[src/rtl/mhf_pkg.sv]
package mhf_pkg;
    localparam int unsigned OCTET_W    = 8;
    localparam int unsigned CRC_W      = 32;
    localparam logic [31:0] CRC_POLY   = 32'h04C11DB7;
    localparam logic [31:0] CRC_PRESET = 32'hFFFF_FFFF;

    typedef enum logic [1:0] {
        ST_IDLE    = 2'd0,
        ST_COLLECT = 2'd1,
        ST_DECIDE  = 2'd2
    } mhf_state_e;
endpackage

[src/rtl/mhf_crc_step.sv]
module mhf_crc_step #(
    parameter int unsigned          CRC_W  = 32,
    parameter int unsigned          DATA_W = 8,
    parameter logic [CRC_W-1:0]     POLY   = 32'h04C11DB7
) (
    input  logic [CRC_W-1:0]  crc_in,
    input  logic [DATA_W-1:0] data_in,
    output logic [CRC_W-1:0]  crc_out
);
    // Serial LFSR unrolled over one data word, least significant bit first.
    always_comb begin
        logic [CRC_W-1:0] acc;
        logic             fb;
        acc = crc_in;
        for (int i = 0; i < int'(DATA_W); i++) begin
            fb  = acc[CRC_W-1] ^ data_in[i];
            acc = {acc[CRC_W-2:0], 1'b0};
            if (fb) begin
                acc = acc ^ POLY;
            end
        end
        crc_out = acc;
    end
endmodule

[src/rtl/mhf_table.sv]
module mhf_table #(
    parameter int unsigned NREGS = 4,
    parameter int unsigned REG_W = 16,
    localparam int unsigned SEL_W = $clog2(NREGS),
    localparam int unsigned BIT_W = $clog2(REG_W),
    localparam int unsigned IDX_W = SEL_W + BIT_W
) (
    input  logic             clk,
    input  logic             rst_n,
    input  logic [SEL_W-1:0] wr_sel,
    input  logic [REG_W-1:0] wr_data,
    input  logic             wr_en,
    output logic [REG_W-1:0] rd_data,
    input  logic [IDX_W-1:0] look_idx,
    output logic             look_bit
);
    logic [REG_W-1:0] regs [NREGS];

    for (genvar g = 0; g < int'(NREGS); g++) begin : g_reg
        always_ff @(posedge clk or negedge rst_n) begin
            if (!rst_n) begin
                regs[g] <= '0;
            end else if (wr_en && (wr_sel == SEL_W'(g))) begin
                regs[g] <= wr_data;
            end
        end
    end

    always_comb begin
        rd_data  = regs[wr_sel];
        look_bit = regs[look_idx[IDX_W-1:BIT_W]][look_idx[BIT_W-1:0]];
    end
endmodule

[src/rtl/mhf_ctrl.sv]
module mhf_ctrl
    import mhf_pkg::*;
#(
    parameter int unsigned ADDR_OCTETS = 6,
    parameter int unsigned IDX_W       = 6,
    localparam int unsigned CNT_W      = $clog2(ADDR_OCTETS + 1)
) (
    input  logic               clk,
    input  logic               rst_n,
    input  logic               addr_start,
    input  logic               addr_valid,
    input  logic [OCTET_W-1:0] addr_byte,
    input  logic               hash_en,
    input  logic               rx_all,
    input  logic               rx_mcast,
    input  logic               look_bit,
    output logic [IDX_W-1:0]   hash_idx,
    output logic               dec_valid,
    output logic               dec_accept
);
    localparam logic [CNT_W-1:0] LAST_CNT = CNT_W'(ADDR_OCTETS - 1);

    mhf_state_e         state_q, state_d;
    logic [CRC_W-1:0]   crc_q, crc_seed, crc_next;
    logic [CNT_W-1:0]   cnt_q;
    logic               mc_q;
    logic               begin_addr;
    logic               take_octet;

    assign begin_addr = addr_start && addr_valid;
    assign take_octet = addr_valid && !addr_start && (state_q == ST_COLLECT);
    assign crc_seed   = begin_addr ? CRC_PRESET : crc_q;

    mhf_crc_step #(
        .CRC_W (CRC_W),
        .DATA_W(OCTET_W),
        .POLY  (CRC_POLY)
    ) u_step (
        .crc_in (crc_seed),
        .data_in(addr_byte),
        .crc_out(crc_next)
    );

    // Next-state decision
    always_comb begin
        state_d = state_q;
        unique case (state_q)
            ST_IDLE: begin
                if (begin_addr) state_d = ST_COLLECT;
            end
            ST_COLLECT: begin
                if (begin_addr)                         state_d = ST_COLLECT;
                else if (take_octet && cnt_q == LAST_CNT) state_d = ST_DECIDE;
            end
            ST_DECIDE: begin
                state_d = begin_addr ? ST_COLLECT : ST_IDLE;
            end
            default: state_d = ST_IDLE;
        endcase
    end

    // State register
    always_ff @(posedge clk or negedge rst_n) begin
        if (!rst_n) state_q <= ST_IDLE;
        else        state_q <= state_d;
    end

    // Address datapath: CRC accumulator, octet count, group bit
    always_ff @(posedge clk or negedge rst_n) begin
        if (!rst_n) begin
            crc_q <= CRC_PRESET;
            cnt_q <= '0;
            mc_q  <= 1'b0;
        end else if (begin_addr) begin
            crc_q <= crc_next;
            cnt_q <= CNT_W'(1);
            mc_q  <= addr_byte[0];
        end else if (take_octet) begin
            crc_q <= crc_next;
            cnt_q <= cnt_q + CNT_W'(1);
        end
    end

    assign hash_idx = crc_q[CRC_W-1 -: IDX_W];

    // Outputs
    always_comb begin
        dec_valid  = 1'b0;
        dec_accept = 1'b0;
        unique case (state_q)
            ST_IDLE, ST_COLLECT: begin
                dec_valid  = 1'b0;
                dec_accept = 1'b0;
            end
            ST_DECIDE: begin
                dec_valid  = 1'b1;
                dec_accept = mc_q && (rx_all || rx_mcast || (hash_en && look_bit));
            end
            default: begin
                dec_valid  = 1'b0;
                dec_accept = 1'b0;
            end
        endcase
    end
endmodule

[src/rtl/mcast_hash_filter.sv]
module mcast_hash_filter #(
    parameter int unsigned ADDR_OCTETS = 6,
    parameter int unsigned NREGS       = 4,
    parameter int unsigned REG_W       = 16,
    localparam int unsigned SEL_W      = $clog2(NREGS),
    localparam int unsigned IDX_W      = SEL_W + $clog2(REG_W)
) (
    input  logic             clk,
    input  logic             rst_n,
    input  logic             addr_start,
    input  logic             addr_valid,
    input  logic [7:0]       addr_byte,
    input  logic             hash_en,
    input  logic             rx_all,
    input  logic             rx_mcast,
    input  logic [SEL_W-1:0] reg_sel,
    input  logic [REG_W-1:0] reg_wdata,
    input  logic             reg_we,
    output logic [REG_W-1:0] reg_rdata,
    output logic             dec_valid,
    output logic             dec_accept
);
    logic [IDX_W-1:0] hash_idx;
    logic             look_bit;

    mhf_table #(
        .NREGS(NREGS),
        .REG_W(REG_W)
    ) u_table (
        .clk     (clk),
        .rst_n   (rst_n),
        .wr_sel  (reg_sel),
        .wr_data (reg_wdata),
        .wr_en   (reg_we),
        .rd_data (reg_rdata),
        .look_idx(hash_idx),
        .look_bit(look_bit)
    );

    mhf_ctrl #(
        .ADDR_OCTETS(ADDR_OCTETS),
        .IDX_W      (IDX_W)
    ) u_ctrl (
        .clk       (clk),
        .rst_n     (rst_n),
        .addr_start(addr_start),
        .addr_valid(addr_valid),
        .addr_byte (addr_byte),
        .hash_en   (hash_en),
        .rx_all    (rx_all),
        .rx_mcast  (rx_mcast),
        .look_bit  (look_bit),
        .hash_idx  (hash_idx),
        .dec_valid (dec_valid),
        .dec_accept(dec_accept)
    );
endmodule

[config.mk]
export PLATFORM = sky130hd
export DESIGN_NAME = mcast_hash_filter
export DESIGN_NICKNAME = d
export VERILOG_FILES = /design/src/rtl/mhf_pkg.sv /design/src/rtl/mhf_crc_step.sv /design/src/rtl/mhf_table.sv /design/src/rtl/mhf_ctrl.sv /design/src/rtl/mcast_hash_filter.sv
export SDC_FILE = /design/constraint.sdc
export NUM_CORES = 1
export LEC_CHECK = 0
export ABC_AREA = 0
export BUFFER_PORTS_ARGS = -buffer_cell sky130_fd_sc_hd__buf_2
export CORE_ASPECT_RATIO = 1.5
export CORE_MARGIN = 5
export CORE_UTILIZATION = 67
export CTS_BUF_LIST = sky130_fd_sc_hd__clkbuf_4
export DETAILED_ROUTE_END_ITERATION = 16
export PLACE_DENSITY = 0.88
export SKIP_LAST_GASP = 1
export SLEW_MARGIN = 0
export SYNTH_ARGS = -nofsm -noshare
export SYNTH_HDL_FRONTEND = slang
export SYNTH_SLANG_ARGS = --single-unit
[constraint.sdc]
create_clock -name clk -period 6.7 [get_ports clk]
set_input_delay 0.335 -clock clk [delete_from_list [all_inputs] [get_ports clk]]
set_output_delay 0.335 -clock clk [all_outputs]
set_load 0.01 [all_outputs]
* Yosys cells after proc, flatten, opt, wreduce, memory -nomap -nowiden
Cells that the tools add are included.
** Word-level totals
- Memory bits (writable) :: 0
- Flip-flop bits (word level) :: 102
- Latch bits :: 0
- Bits of input ports :: 34
- Output and inout bits :: 18
- Memories :: 0
- Bits in read-only memories :: 0
- Word-level logic and storage cells :: 83
** Operators by class
- Shift operators :: 0
- Bitwise operators :: 18
- Reduce and logical (&&, ||, !) cells :: 17
- Add/subtract/negate cells :: 1
- Equality and inequality tests :: 8
- Magnitude comparators :: 3
- $mul :: 0
- Div/mod/pow operators :: 0
- Mux-type cells :: 28
** Operator list (count)
- 27-bit 2-to-1 mux :: 8
- 14-bit NOT :: 8
- 32-bit 2-to-1 mux :: 3
- 16-bit binary-select mux with 2-bit select :: 2
- 16-bit 2-to-1 mux :: 4
- 1-bit logical AND :: 10
- 1-bit XOR :: 8
- 2-bit == test (second input constant) :: 3
- 3-bit >= comparator (second input constant) :: 2
- 2-bit 2-to-1 mux :: 3
- 3-bit 2-to-1 mux :: 2
- 2-bit NOT with 3-bit output :: 2
- 2-bit case mux with 3 select lines :: 1
- 4-bit by 5-bit < comparator with 1-bit output (second input constant) :: 1
- 1-bit binary-select mux with 4-bit select :: 1
- 2-bit by 1-bit == test with 1-bit output (second input constant) :: 2
- 2-bit logical NOT :: 2
- 1-bit 2-to-1 mux :: 4
- 3-bit by 1-bit adder with 3-bit output (second input constant) :: 1
- 3-bit == test (second input constant) :: 1
- 3-bit by 2-bit != test with 1-bit output (second input constant) :: 1
- 1-bit logical OR :: 2
- 2-bit by 1-bit != test with 1-bit output (second input constant) :: 1
- 2-bit AND reduction :: 1
- 2 further kinds :: 2

* Longest topological paths before layout
Gate-level depths: netlist of the first run.
- Depth after elaboration :: 20
- Mapped depth :: 9

* Cells and area by module
A second synthesis of the first run with hierarchy kept.
** Second synthesis, totals
- Cell total of the unflattened synthesis :: 405
- Area, all modules :: 6331.1 um^2
** Modules (own cells, without submodules)
- mhf_table :: cells an instance 203, area an instance 3385.7 um^2, sequential area each 1601.5 um^2, instances 1
- mhf_ctrl :: cells an instance 139, area an instance 1955.6 um^2, sequential area each 991.0 um^2, instances 1
- mhf_crc_step :: cells an instance 63, area an instance 989.7 um^2, sequential area each 0.0 um^2, instances 1

* Worst setup path before layout of the first run
Ideal clock, no wire load.
- Kind :: register -> output
- Start point :: register u_ctrl.crc_q[30]
- End point :: output dec_accept
- Arrival time :: 2071 ps
- Required time :: 6365 ps
- Buffers on the path :: 2
- Slack :: 4294 ps
- Stages on the path, launching flop included :: 9
- Cell sequence :: dfstp_2 > clkbuf_2 > buf_4 > mux4_2 > mux2i_1 > mux4_2 > mux2i_1 > a211oi_1 > nor2_1
** On the way
- Longest elaborated chain between the ends :: 10
** RTL lines
- from (decl) :: line mhf_ctrl.sv:24 : logic [CRC_W-1:0] crc_q, crc_seed, crc_next;
- from (signal assigned) :: line mhf_ctrl.sv:75 : crc_q <= crc_next;
- from (signal assigned) :: line mhf_ctrl.sv:79 : crc_q <= crc_next;
- 2-bit NOT with 3-bit output (implied by the code) :: line mhf_table.sv:31 : look_bit = regs[look_idx[IDX_W-1:BIT_W]][look_idx[BIT_W-1:0]];
- 16-bit binary-select mux with 2-bit select :: line mhf_table.sv:31
- 16-bit 2-to-1 mux (implied by the code) (2 in series) :: line mhf_table.sv:31
- 1-bit binary-select mux with 4-bit select :: line mhf_table.sv:31
- 1-bit 2-to-1 mux (implied by the code) :: line mhf_table.sv:31
- 1-bit logical AND :: line mhf_ctrl.sv:97 : dec_accept = mc_q && (rx_all || rx_mcast || (hash_en && look_bit));
- 1-bit logical OR :: line mhf_ctrl.sv:97
- 1-bit logical AND :: line mhf_ctrl.sv:97
- 1-bit 2-to-1 mux :: line mhf_ctrl.sv:90 : unique case (state_q)
- to (decl) :: line mcast_hash_filter.sv:21 : output logic dec_accept
Every way passes these cells. The select of a mux whose other input is x is not followed.

* Final worst setup path of the first run
Ends and elaborated chain as after synthesis.

==> results of run 1 <==
[flip-flops by register name, indices dropped and copies added (netlist names)]
signal / flops
u_ctrl.crc_q: 32
u_ctrl.cnt_q: 3
u_ctrl.state_q: 2
u_table.regs: 64
u_ctrl.mc_q: 1
[metal layers]
layer  track usage  up-vias  wire length, µm
li1              -     1797                -
met1         0.313     2070             4670
met2         0.438      130             7230
met3        0.0500       31              577
met4         0.123        0              448
met5             0        -                0
[power breakdown]
part / internal [µW] / total (µW) / leakage [µW] / switching, µW
Clock: 79.8 / 285 / 0.0000619 / 205
Sequential: 883 / 1120 / 0.00117 / 239
Combinational: 795 / 1530 / 0.00134 / 735
[kinds of logic after synthesis]
group           Yosys count
mux                     107
flops                   102
compound gates           89
simple gates             71
xor+xnor                 62
buf+inv                  42
fa+ha+maj                 2
[layout make-up]
class | instances | area share
antenna | 1 | 0.000396
clock buffer | 10 | 0.0119
clock inverter | 6 | 0.00594
inverter | 5 | 0.00297
multi-input combinational | 331 | 0.498
sequential | 102 | 0.410
tap | 110 | 0.0218
timing repair buffer | 57 | 0.0483
[stage by stage]
| step | worst slack, ns | util | instances | power, µW | hold WS [ns] |
|---|---|---|---|---|---|
| finish | 3.21 | 0.724 | 622 | 2940 | 0.124 |
| global route | 2.97 | 0.724 | 622 | 3150 | 0.0944 |
| CTS | 3.15 | 0.724 | 621 | 2950 | 0.104 |
| detailed placement | 3.68 | 0.710 | 604 | 2660 | 0.341 |
| global placement | 3.75 | 0.710 | 604 | 2570 | 0.326 |
| floorplan | 4.29 | - | 475 | 2320 | 0.0394 |
[cells in the final DEF (no fill, tap or decap), drive strengths merged, types with 2 or more instances in the layout]
cell / netlist / routed
dfrtp: 70 / 70
mux2: 64 / 64
buf: 16 / 56
xnor2: 42 / 42
nor2: 39 / 39
a21oi: 36 / 36
mux4: 34 / 34
dfstp: 32 / 32
o22ai: 22 / 22
a22oi: 18 / 18
xor2: 17 / 17
nand2: 15 / 15
clkbuf: 21 / 10
mux2i: 9 / 9
o21ai: 8 / 8
inv: 5 / 6
nor3: 5 / 5
nand3: 4 / 4
clkinv: 0 / 4
nand3b: 3 / 3
nor3b: 2 / 2
o2bb2ai: 2 / 2
ha: 2 / 2
xnor3: 2 / 2
[critical path, stage by stage, from the launching register on]
cell and delay (ns):
sky130_fd_sc_hd__dfstp_2 1.02, sky130_fd_sc_hd__mux4_2 0.59, sky130_fd_sc_hd__mux2i_1 0.25, sky130_fd_sc_hd__mux4_2 0.28, sky130_fd_sc_hd__mux2i_1 0.08, sky130_fd_sc_hd__a211oi_1 0.26
sky130_fd_sc_hd__nor2_1 0.06, sky130_fd_sc_hd__buf_2 0.14
[worst max path at each step]
stage / startpoint / to / slack (ns) / cells after the start
detailed placement: u_ctrl.crc_q[30] / dec_accept / 3.68 / 7
finish: u_ctrl.crc_q[30] / dec_accept / 3.21 / 7
CTS: u_ctrl.crc_q[30] / dec_accept / 3.15 / 7
global placement: u_ctrl.crc_q[30] / dec_accept / 3.75 / 7
global route: u_ctrl.crc_q[30] / dec_accept / 2.97 / 7
floorplan: u_ctrl.crc_q[30] / dec_accept / 4.29 / 8
==> impl_summary.md, run 1 <==
Timing
The worst-case clock skew is ~0.015 ns. Counting I/O delays and the setup requirement, the final critical path takes 3.49 ns. Setup violations remaining at the end of the flow were counted as 0.

Setup repair after global routing left no endpoint under its margin. Measured against its own limit, the worst slew margin works out to 0.346. The count of final max-slew check failures is 0.

The actual transition at the worst max-transition pin is 0.978 ns. The final total negative setup slack is 0 ns. The fraction of the cycle the final worst path needs is 0.520. The hold violation total from the final report is 0. For this run, the top clock speed supported by timing is 287 MHz.

Yosys
Of the synthesized area, sequential elements account for 0.437. The async set or reset register ratio after synthesis is 1.00. Of the post-synthesis cell area, the dominant cell type holds 0.295. The count of unique library cells instantiated by Yosys is 41. In the synthesized netlist, the number of instances is 475. Of the post-synthesis cell area, the part taken by muxes is 0.266.

The main flop type after synthesis is sky130_fd_sc_hd__dfrtp_1. The compound-gate portion of the synthesized area is 0.0905. The main combinational cell family by area after synthesis is multiplexers.

Of the total synthesized cell area, the portion taken by AND, OR, NAND and NOR gates is 0.0517. The post-synthesis average cell area is 12.5 µm². The most common cell in the netlist is sky130_fd_sc_hd__dfrtp_1. Yosys attributes the largest share of cell area to sky130_fd_sc_hd__dfrtp_1 (30%), sky130_fd_sc_hd__dfstp_2 (14%), sky130_fd_sc_hd__mux4_2 (13%). The synthesized netlist net count is 511.

Of the total synthesized cell area, the portion taken by full adders, half adders and majority gates is 0.00422. Counting instances in the post-synthesis netlist gives the leading cell types as sky130_fd_sc_hd__dfrtp_1 (70), sky130_fd_sc_hd__mux2_2 (64), sky130_fd_sc_hd__nor2_1 (38), sky130_fd_sc_hd__a21oi_1 (35), sky130_fd_sc_hd__mux4_2 (34). The most area-hungry cell type in the Yosys netlist is sky130_fd_sc_hd__dfrtp_1. The post-synthesis sequential element count is 102. The number of warnings reported in the yosys synthesis log is 0.

Of the total synthesized cell area, the portion taken by XOR and XNOR cells is 0.117. The synthesized design contains 0 enable-type register cells. The post-synth design cell area is roughly 5900 µm².

Power and ir drop
The power density normalized to cell area is 465 nW/µm². The worst-case IR drop observed on VDD is 0.319 mV. The static power due to leakage is 0.00257 µW.

Placement
The number of I/O port buffers is 51. The final weighted congestion in routability-driven placement is 0.830. The post-detailed-placement half-perimeter wirelength is 9080 µm. Once placement finished, the instance area stood at 6190 µm².

Layout
Of the cells placed in the final design, the portion with a size suffix greater than 1 is 0.425. Fill cells in the final layout number 609. The multi-input logic area is approximately 3100 µm². In the final design database the tool counted around 540 nets. Compared with the post-synthesis result, the final layout area differs by 6.50%. Summing all flip-flop and latch instances after layout gives about 2600 µm². The final instance area is 6320 µm².

Floorplanning
The floorplan die area is about 11000 µm². 52 I/O pins were placed. The initial utilization of the core area, before any placement, comes to 0.680. In this run the vertical extent of the chip is 125 µm.

Measured along the x axis, the die boundary spans 86.8 µm. The area of the core region is 8720 µm². The floorplan has 42 rows.

CTS
For the worst-skew pair, the clock arrives at the later sink with an insertion delay of roughly 0.46 ns. The number of buffers on the longest clock path is 2. The H-tree depth is 3. The number of setup buffers added after CTS is 0. The number of hold buffers added after CTS was 1. The total clock buffers created by CTS is 9.

The clock-pin slew of the registers on the worst-case setup and hold paths is 0.16 ns. Clock tree synthesis found a total of 102 sinks. TritonCTS built the clock tree. The cell chosen for the clock root is sky130_fd_sc_hd__clkbuf_4. Post-CTS repair changed the size of 0 cells.

Critical path
Data arrives at the worst endpoint at 3.15 ns. The number of cells on the worst reg-to-reg path is 7. The endpoint identified for the worst register-to-register timing path is u_ctrl.crc_q[7]. STA classifies the critical path startpoint as a flop.

Across all register-to-register paths, the minimum setup slack is 3.98 ns. The type of destination of the critical path is an output pin. Of all nets on the critical path, the largest fanout is 22. The required time reported for the critical path endpoint is roughly 6.4 ns.

The worst register-to-register path begins at u_ctrl.crc_q[30]. The worst setup path is of the flop to output pin kind.

GRT
Summed over all layers, the global routing overflow is 0. The first global-routing pass estimated 21900 µm of wire. The number of antenna violations at the first check in global routing came to 1. Entering global routing, the biggest net connects 64 pins. Across every metal layer, demand over resource in global routing totals 0.259. The via count of the first global-routing pass is 4372.

Route
The DRC violation count after routing is 0. The final routed wire length divided by cell count is approximately 21 µm. The count of TritonRoute iterations in the first routing pass is 4. The total wire length after detailed routing is 12900 µm. The first routing iteration left between 150 and 200 violations. The overall via count from detail_route is 4028. The post-detailed-route count of antenna-violating nets is 0. The average via count per standard cell is approximately 6.5.

Flow run
The count of max-cap constraint violations is 0.

Min path
The number of cells traversed by the worst hold path is 2. For hold timing, the worst endpoint is u_ctrl.cnt_q[1]. The min-delay analysis places its worst path in the category input pin to flop. The startpoint of the lowest-slack hold path is addr_start.

Run status
The run finished with clean final reports.
(Power assumes the default switching activity.)
==> inputs of run 2 (changes only) <==
CORE_UTILIZATION = 62   (was 67)
PLACE_DENSITY = 0.82   (was 0.88)
clock period = 3.64 ns   (was 6.7 ns; I/O delays follow)
==> run 2 against run 1 <==
Global-route usage fell by 2.6 points. Combinational power rose by 85%. Flip-flop and latch count did not move. Highest routed layer unchanged.
==> impl_summary.md, run 2 (synthesized netlist as in run 1, its figures left out) <==
Run status
The flow ran to the end, and the final reports show no timing, DRC or antenna violations.

Placement
The post-placement cell area is 6220 µm². Summed over all nets, the half-perimeter wirelength after detailed placement is slightly above 9000 µm. The number of cells after detailed placement is 609. The final weighted congestion in routability-driven placement is between 0.8 and 0.9. In this run the tool buffered the top-level ports with 51 buffer cells.

Critical path
The worst-path maximum fanout is 22. Together, buffers and inverters on the worst path number 1. Traced cell by cell, the critical path runs through mux4_2 -> mux2i_1 -> mux4_2 -> mux2i_1 -> a211oi_1 -> nor2_1 -> buf_2. In this run the critical register-to-register path is captured at u_ctrl.crc_q[7]. The reg-to-reg startpoint is u_ctrl.crc_q[30].

The critical-path cell with the highest stage delay is sky130_fd_sc_hd__dfstp_2. The kind of critical path is flop to output pin. The required time reported for the critical path endpoint is 3.46 ns.

Broken down by cell family, the worst path's largest delay share belongs to multiplexers. The worst-case register-to-register setup slack is between 1 and 1.5 ns. STA puts the critical path data arrival time at between 3 and 4 ns. STA classifies the critical path startpoint as a flop. The logic depth of the worst register-to-register path is 7.

The maximum single-stage delay on the critical path is 1.01 ns. The type of destination of the critical path is an output pin.

Timing
The final total negative setup slack is 0 ns. Across all hold checks on the routed design, the worst slack comes to 0.0304 ns. Setup repair after global routing left no endpoint under its margin. The final setup violation count is 0. The smallest clock period supported by the final layout is computed as 3.26 ns.

The count of final max-slew check failures is 0. The maximum clock rate is 306 MHz. For the pin with the worst max-slew slack, the measured transition is just over 1 ns. The hold violation total from the final report is 0. Between clock sinks in the finished design, the worst skew comes to roughly 0.012 ns. The worst pin sits at a relative slew slack of 0.322. The fraction of the cycle the final worst path needs is 0.897.

GRT
The via count of the first global-routing pass is 4263. Across every metal layer, demand over resource in global routing totals 0.233. Summed over all layers, the global routing overflow is 0.

Entering global routing, the biggest net connects between 70 and 80 pins. The first global-routing pass estimated ~22000 µm of wire. The number of antenna violations at the first check in global routing is 1.

Layout
The flip-flop count of the largest register, all copies and words added is 64. The final instance area is 6560 µm². In the layout the commonest cells are sky130_fd_sc_hd__dfrtp_1 (70), sky130_fd_sc_hd__mux2_2 (64), sky130_fd_sc_hd__buf_2 (50). The largest registers in the layout are u_table.regs (64), u_ctrl.crc_q (32), u_ctrl.cnt_q (3). The final net count is ~560.

Compared with the post-synthesis result, the final layout area differs by 10.5%. The finished layout holds 646 standard cells, fillers aside. The library cell used most frequently in the layout, excluding fill and tap cells, is sky130_fd_sc_hd__dfrtp_1. The register with the highest flop count is u_table.regs. In the final layout, the share of cells above drive strength 1 is 0.417.

Floorplanning
The floorplan die area is between 10000 and 15000 µm². The effective utilization at floorplan is 0.637. The horizontal die dimension is 89.9 µm. The die is 130 µm tall. The area of the core region is 9310 µm². The standard-cell row count is 43.

52 I/O pins were placed.

CTS
The root buffer cell chosen for the clock tree is sky130_fd_sc_hd__clkbuf_4. The number of buffers on the longest clock path is 2. The total clock buffers created by CTS is 9. The clock tree from TritonCTS is built. The tree built by TritonCTS fans out to 102 sinks. The post-CTS setup buffer count is 0. At the later pin of the worst-skew pair, clock insertion delay measures 0.47 ns. After clock tree synthesis, the clock-pin slew on the worst setup and hold paths is around 0.16 ns.

In this run the number of H-tree levels came out at 3.

Min path
The worst hold path belongs to the class input pin to flop. The number of cells traversed by the worst hold path is 3. The sink of the worst hold path is u_ctrl.mc_q. The startpoint identified for the worst hold timing path is addr_byte[0].

Power and ir drop
The share of total power dissipated in combinational logic is 0.518. The worst IR drop on VDD is 0.655 mV. The sequential fraction of design power is 0.378. In this run the power density over the cells is 834 nW/µm². The clock group share of total power is 0.104. In this run the power spent charging and discharging nets is 2200 µW. The static power due to leakage is 0.00267 µW. The fraction of power spent switching nets is 0.402.

The total power consumption of the routed design is 5470 µW. Internal power comes to 3270 µW.

Route
The final routed wire length divided by cell count is about 20 µm. The DRC violation count after routing is 0. The average via count per standard cell is 6.39.

The count of TritonRoute iterations in the first routing pass is 5. The post-detailed-route count of antenna-violating nets is 0. The iteration-0 DRC count of the detailed router is 179.

The detailed router placed roughly 4100 vias in this run. After detailed routing, the total wire length is around 13000 µm.

Flow run
Across the run, the number of max-cap violations was 0.
[run 2: cell types whose count changed in the layout (fill, tap and decap cells not counted), sizes merged]
cell         delta
buf             +3
inv             +3
dlygate4sd3    +19
clkinvlp        +1
clkinv          -3
clkbuf          -1
[run 2: metrics by stage]
stage,utilization,setup slack [ns]
floorplan,-,1.39
global placement,0.669,0.901
detailed placement,0.669,0.882
CTS,0.704,0.339
global route,0.705,0.203
finish,0.705,0.376
[run 2: worst max path at each step]
| stage | to | from | cells past startpoint |
|---|---|---|---|
| final | dec_accept | u_ctrl.crc_q[30] | 7 |
| after global routing | dec_accept | u_ctrl.crc_q[30] | 7 |
| after CTS | dec_accept | u_ctrl.crc_q[30] | 7 |
| after detailed placement | dec_accept | u_ctrl.crc_q[30] | 7 |
| after global placement | dec_accept | u_ctrl.crc_q[30] | 7 |
| after floorplan | dec_accept | u_ctrl.crc_q[30] | 8 |
[run 2: worst reg2reg max path, delay by kind of cell (launching register included)]
family / cells / cell delay, ns
compound gates: 2 / 0.29
simple gates: 1 / 0.09
flops: 1 / 1.01
xor+xnor: 4 / 1.17
[run 2: final cells by class]
cell class | instances | area, µm²
repair buffers | 79 | 518
multi-input cells | 331 | 3150
clock inverters | 7 | 63.8
well taps | 112 | 140
fillers | 626 | 2750
clock buffers | 9 | 67.6
diodes | 1 | 2.50
flip-flops and latches | 102 | 2590
inverters | 5 | 18.8
[run 2: power by group through the flow]
stage | clock [µW] | combinational [µW] | sequential [µW]
after detailed placement | 0 | 2800 | 2090
after CTS | 587 | 2830 | 2070
final | 571 | 2830 | 2070
after global placement | 0 | 2700 | 2060
after floorplan | 0 | 2480 | 1800
after global routing | 636 | 3080 | 2120
[run 2: routing by layer]
| layer | up-vias | global-route usage | wire length, µm |
|---|---|---|---|
| met5 | - | 0 | 0 |
| met4 | 0 | 0.134 | 607 |
| met3 | 43 | 0.0398 | 467 |
| met2 | 117 | 0.416 | 7220 |
| met1 | 2118 | 0.264 | 4910 |
| li1 | 1848 | - | - |
[run 2: what timing repair did]
action / 4_1_cts / 5_1_grt
hold endpoints to repair: 114 / 0
setup endpoints to repair: 0 / 0
resized for setup: 0 / 0
hold buffers: 20 / 0
